$ cat src/rtl/errclr_pkg.sv
package errclr_pkg;
  localparam int BUS_W      = 32;
  localparam int BE_W       = BUS_W / 8;
  localparam int CMD_IDX_W  = 4;

  typedef struct packed {
    logic                 noop;
    logic                 all;
    logic [1:0]           rsvd;
    logic [CMD_IDX_W-1:0] idx;
  } cmd_t;
endpackage

$ cat src/rtl/errclr_rst_sync.sv
module errclr_rst_sync (
  input  logic clk,
  input  logic rst_n,
  output logic rst_n_sync
);
  logic [1:0] sync_q;

  always_ff @(posedge clk or negedge rst_n) begin
    if (!rst_n) sync_q <= 2'b00;
    else        sync_q <= {sync_q[0], 1'b1};
  end

  assign rst_n_sync = sync_q[1];
endmodule

$ cat src/rtl/errclr_cmd_decode.sv
module errclr_cmd_decode
  import errclr_pkg::*;
#(
  parameter int NUM_CH   = 16,
  parameter int ADDR_W   = 4,
  parameter int CMD_ADDR = 1
) (
  input  logic              bus_wr,
  input  logic [ADDR_W-1:0] bus_addr,
  input  logic              lane_en,
  input  cmd_t              cmd,
  output logic [NUM_CH-1:0] clr_mask
);
  logic cmd_hit;
  logic do_all;
  logic do_one;
  logic unused_rsvd;

  always_comb begin
    cmd_hit = bus_wr && lane_en && (bus_addr == ADDR_W'(CMD_ADDR));
    do_all  = cmd_hit && !cmd.noop && cmd.all;
    do_one  = cmd_hit && !cmd.noop && !cmd.all;
  end

  assign unused_rsvd = ^cmd.rsvd;

  for (genvar i = 0; i < NUM_CH; i++) begin : g_ch
    assign clr_mask[i] = do_all || (do_one && (cmd.idx == CMD_IDX_W'(i)));
  end
endmodule

$ cat src/rtl/errclr_flag_bank.sv
module errclr_flag_bank #(
  parameter int NUM_CH = 16
) (
  input  logic              clk,
  input  logic              rst_n,
  input  logic [NUM_CH-1:0] set_i,
  input  logic [NUM_CH-1:0] clr_i,
  output logic [NUM_CH-1:0] flags_o
);
  for (genvar i = 0; i < NUM_CH; i++) begin : g_flag
    logic en;
    logic d;
    logic q;

    always_comb begin
      en = set_i[i] || clr_i[i];
      d  = set_i[i];
    end

    always_ff @(posedge clk or negedge rst_n) begin
      if (!rst_n)  q <= 1'b0;
      else if (en) q <= d;
    end

    assign flags_o[i] = q;
  end
endmodule

$ cat src/rtl/errclr_read_port.sv
module errclr_read_port
  import errclr_pkg::*;
#(
  parameter int NUM_CH      = 16,
  parameter int ADDR_W      = 4,
  parameter int STATUS_ADDR = 0
) (
  input  logic              clk,
  input  logic              rst_n,
  input  logic              bus_rd,
  input  logic [ADDR_W-1:0] bus_addr,
  input  logic [NUM_CH-1:0] flags,
  output logic [BUS_W-1:0]  bus_rdata
);
  logic [BUS_W-1:0] rdata_d;
  logic [BUS_W-1:0] rdata_q;

  always_comb begin
    if (bus_rd && (bus_addr == ADDR_W'(STATUS_ADDR))) rdata_d = BUS_W'(flags);
    else                                               rdata_d = '0;
  end

  always_ff @(posedge clk or negedge rst_n) begin
    if (!rst_n) rdata_q <= '0;
    else        rdata_q <= rdata_d;
  end

  assign bus_rdata = rdata_q;
endmodule

$ cat src/rtl/errflag_clear_bank.sv
module errflag_clear_bank
  import errclr_pkg::*;
#(
  parameter int NUM_CH      = 16,
  parameter int ADDR_W      = 4,
  parameter int STATUS_ADDR = 0,
  parameter int CMD_ADDR    = 1,
  parameter int CMD_LANE    = 2
) (
  input  logic              clk,
  input  logic              rst_n,
  input  logic [NUM_CH-1:0] err_set_i,
  input  logic              bus_wr,
  input  logic              bus_rd,
  input  logic [ADDR_W-1:0] bus_addr,
  input  logic [BUS_W-1:0]  bus_wdata,
  input  logic [BE_W-1:0]   bus_be,
  output logic [BUS_W-1:0]  bus_rdata
);
  localparam int LANE_LSB = CMD_LANE * 8;

  logic              rst_n_sync;
  logic [NUM_CH-1:0] clr_mask;
  logic [NUM_CH-1:0] flags_q;
  cmd_t              cmd;
  logic              unused_bus_bits;

  assign cmd             = cmd_t'(bus_wdata[LANE_LSB +: 8]);
  assign unused_bus_bits = ^{bus_wdata, bus_be};

  errclr_rst_sync u_rst (
    .clk        (clk),
    .rst_n      (rst_n),
    .rst_n_sync (rst_n_sync)
  );

  errclr_cmd_decode #(
    .NUM_CH   (NUM_CH),
    .ADDR_W   (ADDR_W),
    .CMD_ADDR (CMD_ADDR)
  ) u_dec (
    .bus_wr   (bus_wr),
    .bus_addr (bus_addr),
    .lane_en  (bus_be[CMD_LANE]),
    .cmd      (cmd),
    .clr_mask (clr_mask)
  );

  errclr_flag_bank #(
    .NUM_CH (NUM_CH)
  ) u_bank (
    .clk     (clk),
    .rst_n   (rst_n_sync),
    .set_i   (err_set_i),
    .clr_i   (clr_mask),
    .flags_o (flags_q)
  );

  errclr_read_port #(
    .NUM_CH      (NUM_CH),
    .ADDR_W      (ADDR_W),
    .STATUS_ADDR (STATUS_ADDR)
  ) u_rd (
    .clk       (clk),
    .rst_n     (rst_n_sync),
    .bus_rd    (bus_rd),
    .bus_addr  (bus_addr),
    .flags     (flags_q),
    .bus_rdata (bus_rdata)
  );
endmodule

$ cat config.mk
export PLATFORM = sky130hd
export DESIGN_NAME = errflag_clear_bank
export DESIGN_NICKNAME = d
export VERILOG_FILES = /design/src/rtl/errclr_pkg.sv /design/src/rtl/errclr_rst_sync.sv /design/src/rtl/errclr_cmd_decode.sv /design/src/rtl/errclr_flag_bank.sv /design/src/rtl/errclr_read_port.sv /design/src/rtl/errflag_clear_bank.sv
export SDC_FILE = /design/constraint.sdc
export NUM_CORES = 1
export LEC_CHECK = 0
export BUFFER_PORTS_ARGS = -buffer_cell sky130_fd_sc_hd__buf_4
export CORE_ASPECT_RATIO = 0.7
export CORE_UTILIZATION = 44
export CTS_CLUSTER_SIZE = 16
export DETAILED_ROUTE_END_ITERATION = 8
export GPL_ROUTABILITY_DRIVEN = 0
export PLACE_DENSITY_LB_ADDON = 0.3
export SETUP_SLACK_MARGIN = 0.2
export SLEW_MARGIN = 30
export SYNTH_ARGS = -nofsm -noshare
export SYNTH_HDL_FRONTEND = slang
export SYNTH_HIERARCHICAL = 1
export SYNTH_SLANG_ARGS = --single-unit
$ cat constraint.sdc
create_clock -name clk -period 2.2 [get_ports clk]
set_clock_uncertainty 0.2 [all_clocks]
set_input_delay 0.22 -clock clk [delete_from_list [all_inputs] [get_ports clk]]
set_output_delay 0.22 -clock clk [all_outputs]
set_load 0.05 [all_outputs]
# == Yosys cells after proc, flatten, opt, wreduce, memory -nomap -nowiden ==
# Cells that the tools add are included.
# word_totals
regBits,50
latch_bits,0
ram_bits,0
mem_bits_ro,0
in_bits,60
output_inout_bits,32
memories,0
# op_classes
add_sub_neg,0
n_mul,0
div_mod_pow,0
magnitude_cmp,0
n_eq_ne,16
shifts,0
n_mux,1
bitwise,0
n_reduce_logical,58
# op_table
operator,count
"4-bit equality test, second input constant",8
1-bit logical OR,32
1-bit logical AND,22
"4-bit by 3-bit equality test with 1-bit output, second input constant",4
16-bit 2-to-1 mux,1
"4-bit by 1-bit equality test with 1-bit output, second input constant",2
"4-bit by 2-bit equality test with 1-bit output, second input constant",2
4-bit zero test,2
1-bit zero test,2

# == Logic depth before layout (Yosys ltp) ==
# Gate-level depths: netlist of run 1.
# logic_depth
word_depth,7
depth_mapped,6
mapped_depth_nobuf,4

# == Modules after synthesis ==
# Netlist of run 1, hierarchy kept.
# modules_own_cells
module,instances,cells_each,area_each_um2,seq_area_each_um2
errclr_read_port,1,70,719.4,400.4
errclr_flag_bank,1,64,700.7,400.4
errclr_cmd_decode,1,43,419.2,0.0
errclr_rst_sync,1,3,53.8,50.0

# == Worst setup path before layout of run 1 ==
# Ideal clock, no wire load.
# synth_path
kind,input to register
start,input bus_addr[2]
end,register u_bank.g_flag[2].q
setup_ns,0.118
arrival_ns,1.348
required_ns,1.882
slack_ns,0.534
cell_stages,6
cell_sequence,or4b_4 buf_6 buf_8 a211oi_2 inv_1 a21o_1
# synth_via
elab_chain_len,7
word_cells_on_any_way,8
classes_between,1 x eq/ne; 7 x reduce/logical
# synth_lines
item,line_no,source
"start, declared",errflag_clear_bank.sv:15,"input logic [ADDR_W-1:0] bus_addr,"
4-bit by 1-bit equality test with 1-bit output (*),errclr_cmd_decode.sv:20,cmd_hit = bus_wr && lane_en && (bus_addr == ADDR_W'(CMD_ADDR));
1-bit logical AND (*),errclr_cmd_decode.sv:20,
1-bit logical AND (*),"errclr_cmd_decode.sv:21, errclr_cmd_decode.sv:22",
1-bit logical AND,errclr_cmd_decode.sv:22,do_one = cmd_hit && !cmd.noop && !cmd.all;
1-bit logical AND,errclr_cmd_decode.sv:28,assign clr_mask[i] = do_all || (do_one && (cmd.idx == CMD_IDX_W'(i)));
1-bit logical OR (*),errclr_cmd_decode.sv:28,
net clr_mask[2],errflag_clear_bank.sv:23,logic [NUM_CH-1:0] clr_mask;
1-bit logical OR (*),errclr_flag_bank.sv:16,en = set_i[i] || clr_i[i];
"end signal, assigned",errclr_flag_bank.sv:21,if (!rst_n) q <= 1'b0;
"end signal, assigned",errclr_flag_bank.sv:22,else if (en) q <= d;
"end, declared",errclr_flag_bank.sv:13,logic q;
# The timed path passes the listed nets; every way through them passes the cells marked *.
# A chain may end at the register's enable or synchronous reset.

# == Worst setup path after layout of run 1 ==
# layout_path
start,input bus_addr[2]
end,register u_bank.g_flag[13].q
# layout_via
elab_chain_len,7
word_cells_on_any_way,8
classes_between,1 x eq/ne; 7 x reduce/logical
# layout_lines
item,line_no
4-bit by 1-bit equality test with 1-bit output (*),errclr_cmd_decode.sv:20
1-bit logical AND (*),errclr_cmd_decode.sv:20
1-bit logical AND (*),"errclr_cmd_decode.sv:21, errclr_cmd_decode.sv:22"
1-bit logical AND,errclr_cmd_decode.sv:22
1-bit logical AND,errclr_cmd_decode.sv:28
1-bit logical OR (*),errclr_cmd_decode.sv:28
net clr_mask[13],errflag_clear_bank.sv:23
1-bit logical OR (*),errclr_flag_bank.sv:16
"end signal, assigned",errclr_flag_bank.sv:21
"end signal, assigned",errclr_flag_bank.sv:22
"end, declared",errclr_flag_bank.sv:13
# Marks and branches as above.

==> PnR_summary.wiki, run 1 <==
{| class="wikitable"
! Metric !! Value
|-
| Outcome || finished, final reports clean
|-
| Clock Pin Slew Worst Setup and Hold Paths || 0.06 ns
|-
| Most common library cell in the layout ignoring fill and taps || sky130_fd_sc_hd__buf_4
|-
| Data arrival time of the critical path || 1.46 ns
|-
| Die boundary height || 56.9 um
|-
| Final net count || 283
|-
| Number of instances in the synthesized netlist || 180
|-
| Post-synthesis average cell area || 10.5 sq um
|-
| Area inside the core boundary || 0.00402 sq mm
|-
| Max Root-Sink Buffers || 2
|-
| Sequential cell area fraction in the yosys report || 44.9%
|-
| FILL cells || 349
|-
| Share of synthesized cell area in and, or, nand and nor gates || 17.6%
|-
| Total Neg Setup Slack || 0 ns
|-
| Worst vdd rail ir drop || 0.260 mV
|-
| Number of diodes added for antenna fixing || 0
|-
| Total wire length || 3290 um
|-
| Time the worst path needs with I/O delays and setup || 1.50 ns
|-
| Fraction of the mapped netlist area in adder cells || 0%
|-
| Multiplexer fraction of the synthesized cell area || 0%
|-
| Layout cells sized above 1 || 34.2%
|-
| GR Overflow Total || 0
|-
| Clk Latency, worst-skew pair || 0.27 ns
|-
| Chain of cells forming the critical path || buf_4, or4b_4, a211oi_1, inv_1, a21o_1
|-
| Post-synthesis compound-gate area fraction || 15.4%
|-
| Clock Sinks || 34
|-
| Worst Tran Pin Value || 0.600 ns
|-
| Final-layout worst hold slack || 0.0591 ns
|-
| Max-capacitance violation count || 0
|-
| Total number of vias || 1,309
|-
| Highest attainable clock frequency || 666 MHz
|-
| Pin count of the biggest net entering global routing || 33
|-
| Slowest cell on the critical path || sky130_fd_sc_hd__or4b_4
|-
| Detailed-placement wirelength estimate || 2330 um
|-
| Number of different library cells in the post-synthesis netlist || 26
|-
| Cell row count || 19
|-
| Resize count post-CTS || 0
|-
| Worst reg2reg startpoint || u_bank/g_flag[15].q
|-
| Width of the die || 80.4 um
|-
| Number of vias per cell after detailed routing || 4.78
|-
| Total power per unit cell area || 566 mW/mm^2
|-
| Critical path data required time || 2.16 ns
|-
| CTS root buf || sky130_fd_sc_hd__clkbuf_8
|-
| Unrepaired setup endpoints after global routing || no
|-
| Setup WS pre-CTS || 0.396 ns
|-
| Maximum fanout along the worst path || 16
|-
| Largest cells by area after synthesis || sky130_fd_sc_hd__dfrtp_1 (45%), sky130_fd_sc_hd__buf_4 (13%), sky130_fd_sc_hd__a211oi_2 (6.6%), sky130_fd_sc_hd__a21o_1 (6.3%), sky130_fd_sc_hd__inv_1 (3.4%)
|-
| Endpoint of the lowest-slack register-to-register path || u_bank/g_flag[15].q
|-
| Post-synthesis cell type with the largest combined area || sky130_fd_sc_hd__dfrtp_1
|-
| Total die area || 0.00457 sq mm
|-
| CTS H-tree depth || 2
|-
| Starting DRT DRC Count || 34
|-
| I/O pin cnt || 92
|-
| CTS buffer count || 5
|-
| Quantity of I/O buffers inserted on ports || 46
|-
| Category of the critical setup timing path || primary input to register
|-
| Cell count of the worst reg-to-reg path || 1
|-
| Largest family of logic cells by synthesized area || buffers and inverters
|-
| Crit path capture type || register
|-
| Remaining max-slew budget at the tightest pin || 60.0%
|-
| Residual DRC || 0
|-
| Clock tree from TritonCTS || yes
|-
| Type of element launching the critical path || primary input
|-
| Initial antenna violation count || 0
|-
| Post-synthesis instance area || 0.00189 sq mm
|-
| Setup ws final || 0.699 ns
|-
| Via count of the first global-routing pass || 1,256
|-
| Iteration count of the initial detailed-routing pass || 4
|-
| Yosys reg bits || 34
|-
| Fin. max-slew vios || 0
|-
| Share of the synthesized area in the top cell type || 44.9%
|-
| Final number of hold-violating endpoints || 0
|-
| Final setup vio count || 0
|-
| Max stage delay on crit path || 0.67 ns
|-
| Number of setup buffers added after CTS || 0
|-
| Standby leakage power || 0.970 nW
|-
| Class of the most critical hold timing path || primary input to register
|-
| Final core utilization || 56.8%
|-
| Number of cells on the worst hold path || 3
|-
| Global routing usage summed across all routing layers || 15.7%
|-
| R2R Setup Slk || 1.32 ns
|-
| Wire length per cell || 12.0 um
|-
| Post-DRT Antenna Nets || 0
|-
| Worst-case hold path end point || u_rd/bus_rdata[15]
|-
| Xor and xnor area share after synthesis || 0%
|-
| Synth-to-layout area growth || 20.5%
|-
| Wire length of the first global-routing pass || 5370 um
|-
| Final period utilization || 68.2%
|-
| Effective utilization at floorplan || 47.1%
|-
| Hold wc startpoint || bus_rd
|-
| Leading cell types in the layout, fill and taps excluded || sky130_fd_sc_hd__buf_4 (48), sky130_fd_sc_hd__dfrtp_1 (34), sky130_fd_sc_hd__dlygate4sd3_1 (17), sky130_fd_sc_hd__inv_1 (17), sky130_fd_sc_hd__conb_1 (17)
|-
| Warnings, synthesis || 6
|}
==> final cells by class <==
cell class | instances | area [sq um] | share of cell area [%]
repair buffers | 65 | 531 | 23.3
flip-flops and latches | 34 | 851 | 37.3
inverters | 17 | 63.8 | 2.80
clock buffers | 6 | 82.6 | 3.62
multi-input cells | 100 | 688 | 30.2
well taps | 52 | 65.1 | 2.85
==> stage by stage <==
step / cells / power [mW] / cell area (sq um)
5_1_grt: 274 / 1.35 / 2280
4_1_cts: 274 / 1.31 / 2280
2_1_floorplan: 195 / 0.815 / 1950
3_5_place_dp: 251 / 0.851 / 2030
6_report: 274 / 1.29 / 2280
3_3_place_gp: 251 / 0.848 / 2030
==> repair_timing <==
| item | in CTS | in global routing |
|---|---|---|
| hold buffers | 17 | 0 |
| endpoints found under the hold margin | 18 | 0 |
| endpoints found under the setup margin | 0 | 0 |
==> cells in the mapped netlist (all sizes together) <==
cell type and instances:
buf 42, dfrtp 34, inv 17, a21o 16, nand2 16, nor2 16
a211oi 15, or4b 5, nand4b 4, or4bb 4, clkbuf 2, conb 2
nand4bb 2, or4 2, a41oi 1, nand3b 1, nor3 1
==> flip-flops by register name, indices dropped and copies added, names as in the netlist <==
register,cells
u_rst/sync_q,2
u_bank/g_flag.q,16
u_rd/bus_rdata,16
==> logic make-up after synthesis <==
kind of cell / count (synthesis)
flops: 34
buf+inv: 61
simple gates: 51
compound gates: 32
other cells: 2
==> how the worst max path moves through the flow <==
stage	start	to	slack (ns)	cells past startpoint
3_5_place_dp	bus_addr[2]	u_bank/g_flag[12].q	0.40	5
5_1_grt	bus_addr[2]	u_bank/g_flag[12].q	0.65	5
2_1_floorplan	bus_addr[2]	u_bank/g_flag[2].q	0.53	6
3_3_place_gp	bus_addr[2]	u_bank/g_flag[10].q	0.43	5
6_report	bus_addr[2]	u_bank/g_flag[13].q	0.70	5
4_1_cts	bus_addr[2]	u_bank/g_flag[12].q	0.69	5
==> power by group <==
group | internal [mW] | switching, mW
sequential | 0.633 | 0.00231
combinational | 0.0790 | 0.148
clock | 0.241 | 0.187
==> per-layer routing <==
layer  global-route usage, %  routed length [um]  part of all wire, %
met1                    18.6                1470                   45
met2                    26.8                1620                   49
met3                    4.72                 188                  5.7
met4                    5.36                  14                 0.43
met5                       0                   0                    0
==> critical path: cells and delay by family <==
family                 cells  cell delay, ns
and+or+nand+nor            1            0.67
buffers and inverters      2            0.18
AOI/OAI and AO/OA          2            0.39
Note: power is estimated with default switching activity, not from simulation.
==> run 2, diff against run 1 <==
--- a/config.mk
+++ b/config.mk
@@ -5,9 +5,10 @@
 export SDC_FILE = /design/constraint.sdc
 export NUM_CORES = 1
 export LEC_CHECK = 0
+export ABC_AREA = 1
 export BUFFER_PORTS_ARGS = -buffer_cell sky130_fd_sc_hd__buf_4
 export CORE_ASPECT_RATIO = 0.7
-export CORE_UTILIZATION = 44
+export CORE_UTILIZATION = 41
 export CTS_CLUSTER_SIZE = 16
 export DETAILED_ROUTE_END_ITERATION = 8
 export GPL_ROUTABILITY_DRIVEN = 0
==> constraint.sdc (replaced) <==
create_clock -name clk -period 1.3 [get_ports clk]
set_clock_uncertainty 0.2 [all_clocks]
set_input_delay 0.13 -clock clk [delete_from_list [all_inputs] [get_ports clk]]
set_output_delay 0.13 -clock clk [all_outputs]
set_load 0.05 [all_outputs]
==> run 2 against run 1 <==
  * Area after synthesis shrank 3.3%
  * Largest power group is now clock
  * Clock power rose to 2.8 times the previous value
  * Register-to-register slack worse by 0.83 ns
  * Sequential share of layout area down 2.3 points
  * Power grew 110%
  * Final area increased by 6.8%
==> PnR_summary.wiki, run 2 <==
{| class="wikitable"
! Metric !! Value
|-
| Outcome || finished, final reports clean
|-
| Worst reg2reg startpoint || u_bank/g_flag[5].q
|-
| Layout Cells excl Fill || 343 (+25%)
|-
| Category of the critical setup timing path || register to primary output
|-
| Residual DRC || 0 (unchanged)
|-
| Data arrival time of the critical path || 0.83 ns (-0.63 ns)
|-
| Leading cell types in the layout, fill and taps excluded || sky130_fd_sc_hd__inv_1 (57), sky130_fd_sc_hd__nor2_1 (42), sky130_fd_sc_hd__nand2_1 (41), sky130_fd_sc_hd__dfrtp_1 (33), sky130_fd_sc_hd__buf_4 (30)
|-
| Total wire length || 3060 um (-6.8%)
|-
| Final-layout worst hold slack || 0.0159 ns (-0.0432 ns)
|-
| Critical path data required time || 0.97 ns (-1.19 ns)
|-
| Final net count || 350 (+24%)
|-
| Total die area || 0.00474 sq mm (+3.7%)
|-
| Highest attainable clock frequency || 865 MHz
|-
| Iteration count of the initial detailed-routing pass || 4 (unchanged)
|-
| Kind of cell adding the most delay to the critical path || flip-flops
|-
| Maximum fanout along the worst path || 1 (-15)
|-
| Clock tree from TritonCTS || yes
|-
| Width of the die || 81.9 um (+1.8%)
|-
| Fin. max-slew vios || 0 (unchanged)
|-
| CTS root buf || sky130_fd_sc_hd__clkbuf_8
|-
| CP Buf/Inv Count || 1 (-1)
|-
| Final period utilization || 89.0%
|-
| Post-synthesis cell type with the largest combined area || sky130_fd_sc_hd__dfrtp_1
|-
| Yosys reg bits || 34 (unchanged)
|-
| Design Power || 2.67 mW (+110%)
|-
| Die boundary height || 57.9 um (+1.8%)
|-
| Async set-reset flop share out of synthesis || 100% (unchanged)
|-
| Placed cells || 317 (+26%)
|-
| Starting DRT DRC Count || 74 (+120%)
|-
| FILL cells || 378 (+8.3%)
|-
| Synth-to-layout area growth || 33.1%
|-
| Warnings, synthesis || 6 (unchanged)
|-
| Share of the synthesized area in the top cell type || 46.5% (+1.5 points)
|-
| Routed metal-1 wirelength || 1470 um (unchanged)
|-
| Post-synthesis average cell area || 7.66 sq um (-27%)
|-
| Total number of vias || 1,333 (+1.8%)
|-
| Effective utilization at floorplan || 44.8% (-2.4 points)
|-
| Cell row count || 19 (unchanged)
|-
| Max-capacitance violation count || 0 (unchanged)
|-
| Clock Sinks || 34 (unchanged)
|-
| Most used standard cell by instance count after synthesis || sky130_fd_sc_hd__inv_1
|-
| Crit path capture type || primary output
|-
| WL met2 || 1350 um (-17%)
|-
| Initial antenna violation count || 0 (unchanged)
|-
| Detailed-placement wirelength estimate || 2110 um (-9.3%)
|-
| Cell count of the worst reg-to-reg path || 2 (+1)
|-
| Post-DRT Antenna Nets || 0 (unchanged)
|-
| CTS H-tree depth || 2 (unchanged)
|-
| Number of instances in the synthesized netlist || 239 (+33%)
|-
| Type of element launching the critical path || register
|-
| Quantity of I/O buffers inserted on ports || 46 (unchanged)
|-
| Slowest cell on the critical path || sky130_fd_sc_hd__dfrtp_1
|-
| Uppermost metal layer occupied by signal nets || met4
|-
| Layout cells sized above 1 || 26.1% (-8.1 points)
|-
| Number of diodes added for antenna fixing || 0 (unchanged)
|-
| Number of different library cells in the post-synthesis netlist || 14 (-46%)
|-
| Total power per unit cell area || 1100 mW/mm^2 (+94%)
|-
| Area inside the core boundary || 0.00409 sq mm (+1.8%)
|-
| Max Root-Sink Buffers || 2 (unchanged)
|-
| Global routing usage summed across all routing layers || 15.2% (-0.46 points)
|-
| Via count of the first global-routing pass || 1,203 (-4.2%)
|-
| Post-synth EDFFs || 0 (unchanged)
|-
| GR Overflow Total || 0 (unchanged)
|-
| Standby leakage power || 1.46 nW (+50%)
|-
| Clk Latency, worst-skew pair || 0.29 ns (+0.02 ns)
|-
| Total Neg Setup Slack || 0 ns (unchanged)
|-
| Largest cells by area after synthesis || sky130_fd_sc_hd__dfrtp_1 (46%), sky130_fd_sc_hd__buf_4 (13%), sky130_fd_sc_hd__inv_1 (12%), sky130_fd_sc_hd__nor2_1 (8.8%), sky130_fd_sc_hd__nand2_1 (8.4%)
|-
| Time the worst path needs with I/O delays and setup || 1.16 ns
|-
| Wire length per cell || 8.92 um (-26%)
|-
| Pin count of the biggest net entering global routing || 33 (unchanged)
|-
| Most used DFF post-synth || sky130_fd_sc_hd__dfrtp_1
|-
| Final number of hold-violating endpoints || 0 (unchanged)
|-
| Endpoint of the lowest-slack register-to-register path || u_rd/bus_rdata[5]
|-
| Area of the multi-input gates || 557 sq um (-19%)
|-
| Final core utilization || 59.6% (+2.8 points)
|-
| Worst vdd rail ir drop || 0.644 mV (+150%)
|-
| Unrepaired setup endpoints after global routing || yes
|-
| Clock Pin Slew Worst Setup and Hold Paths || 0.07 ns (about the same)
|-
| Wire length of the first global-routing pass || 5160 um (-3.9%)
|-
| Sequential cell area fraction in the yosys report || 46.5% (+1.5 points)
|-
| Post-synthesis instance area || 0.00183 sq mm (-3.3%)
|-
| R2R Setup Slk || 0.49 ns (-0.83 ns)
|-
| Final setup vio count || 0 (unchanged)
|-
| I/O pin cnt || 92 (unchanged)
|-
| Max stage delay on crit path || 0.38 ns (-0.29 ns)
|-
| Number of vias per cell after detailed routing || 3.89 (-19%)
|-
| CTS buffer count || 5 (unchanged)
|-
| Chain of cells forming the critical path || buf_6
|-
| Commonest cells in the netlist || sky130_fd_sc_hd__inv_1 (57), sky130_fd_sc_hd__nor2_1 (43), sky130_fd_sc_hd__nand2_1 (41), sky130_fd_sc_hd__dfrtp_1 (34), sky130_fd_sc_hd__buf_4 (32)
|-
| Most common library cell in the layout ignoring fill and taps || sky130_fd_sc_hd__inv_1
|-
| Footprint of the flip-flops and latches || 852 sq um (+0.15%)
|-
| Class of the most critical hold timing path || register to async pin
|-
| Detailed-routed wire length on met3 || 231 um (+23%)
|}
-- run 2: changes by cell type after synthesis, moves of 4 or more --
cell                       change
sky130_fd_sc_hd__a211oi_2     -10
sky130_fd_sc_hd__nor2_2        +6
sky130_fd_sc_hd__nand4b_1      -4
sky130_fd_sc_hd__nor2_1       +37
sky130_fd_sc_hd__a211oi_1      -5
sky130_fd_sc_hd__a21oi_1       +7
sky130_fd_sc_hd__or4bb_1       -4
sky130_fd_sc_hd__inv_1        +40
sky130_fd_sc_hd__or4b_1        -4
sky130_fd_sc_hd__nand2_1      +25
sky130_fd_sc_hd__a21o_1       -16
-- run 2: logic make-up (layout without fill, tap and decap cells) --
group                  count (synthesis)  in the layout  synth area share (%)
AOI/OAI and AO/OA                      7              7                  1.91
DFF                                   34             34                  46.5
and+or+nand+nor                      103            103                  24.6
buffers and inverters                 93            130                  26.6
other                                  2             17                 0.410
-- run 2: layout make-up --
type                       count  area share (%)
clock inverter                 2            2.47
timing repair buffer          65            24.9
inverter                      57            8.78
clock buffer                   6            3.39
multi-input combinational    127            22.9
sequential                    34            35.0
tap                           52            2.67
-- run 2: worst max path at each step --
stage	startpoint	to	slack [ns]	depth (start not counted)
detailed placement	bus_addr[3]	u_bank/g_flag[9].q	-0.02	9
global placement	bus_addr[1]	u_bank/g_flag[15].q	0.007	9
CTS	u_rd/bus_rdata[2]	bus_rdata[2]	0.13	1
finish	u_rd/bus_rdata[2]	bus_rdata[2]	0.14	1
global route	u_rd/bus_rdata[2]	bus_rdata[2]	0.1	1
floorplan	bus_addr[1]	u_bank/g_flag[0].q	0.22	9
-- run 2: per-stage QoR --
stage / instance area (sq um) / worst slack [ns]
6_report: 2440 / 0.143
4_1_cts: 2430 / 0.134
2_1_floorplan: 1890 / 0.224
5_1_grt: 2440 / 0.0958
3_5_place_dp: 2050 / -0.0191
3_3_place_gp: 2050 / 0.00675
-- run 2: power by group --
group / internal (mW) / switching, mW / leakage [nW] / total, mW
clock: 0.818 / 0.397 / 0.0714 / 1.21
combinational: 0.141 / 0.238 / 1.00 / 0.379
sequential: 1.07 / 0.00613 / 0.384 / 1.08
-- run 2: what timing repair did --
action / in CTS / in global routing
endpoints found under the setup margin: 16 / 29
buffers inserted: 0 / 0
hold buffers: 18 / 0
endpoints found under the hold margin: 18 / 0
resized for setup: 16 / 2
gates cloned: 0 / 0
-- run 2: metal layers --
layer / vias to the layer above / global-route usage [%]
met2: 36 / 23.6
li1: 718 / -
met4: 0 / 6.02
met3: 2 / 8.19
met1: 577 / 17.6
met5: - / 0
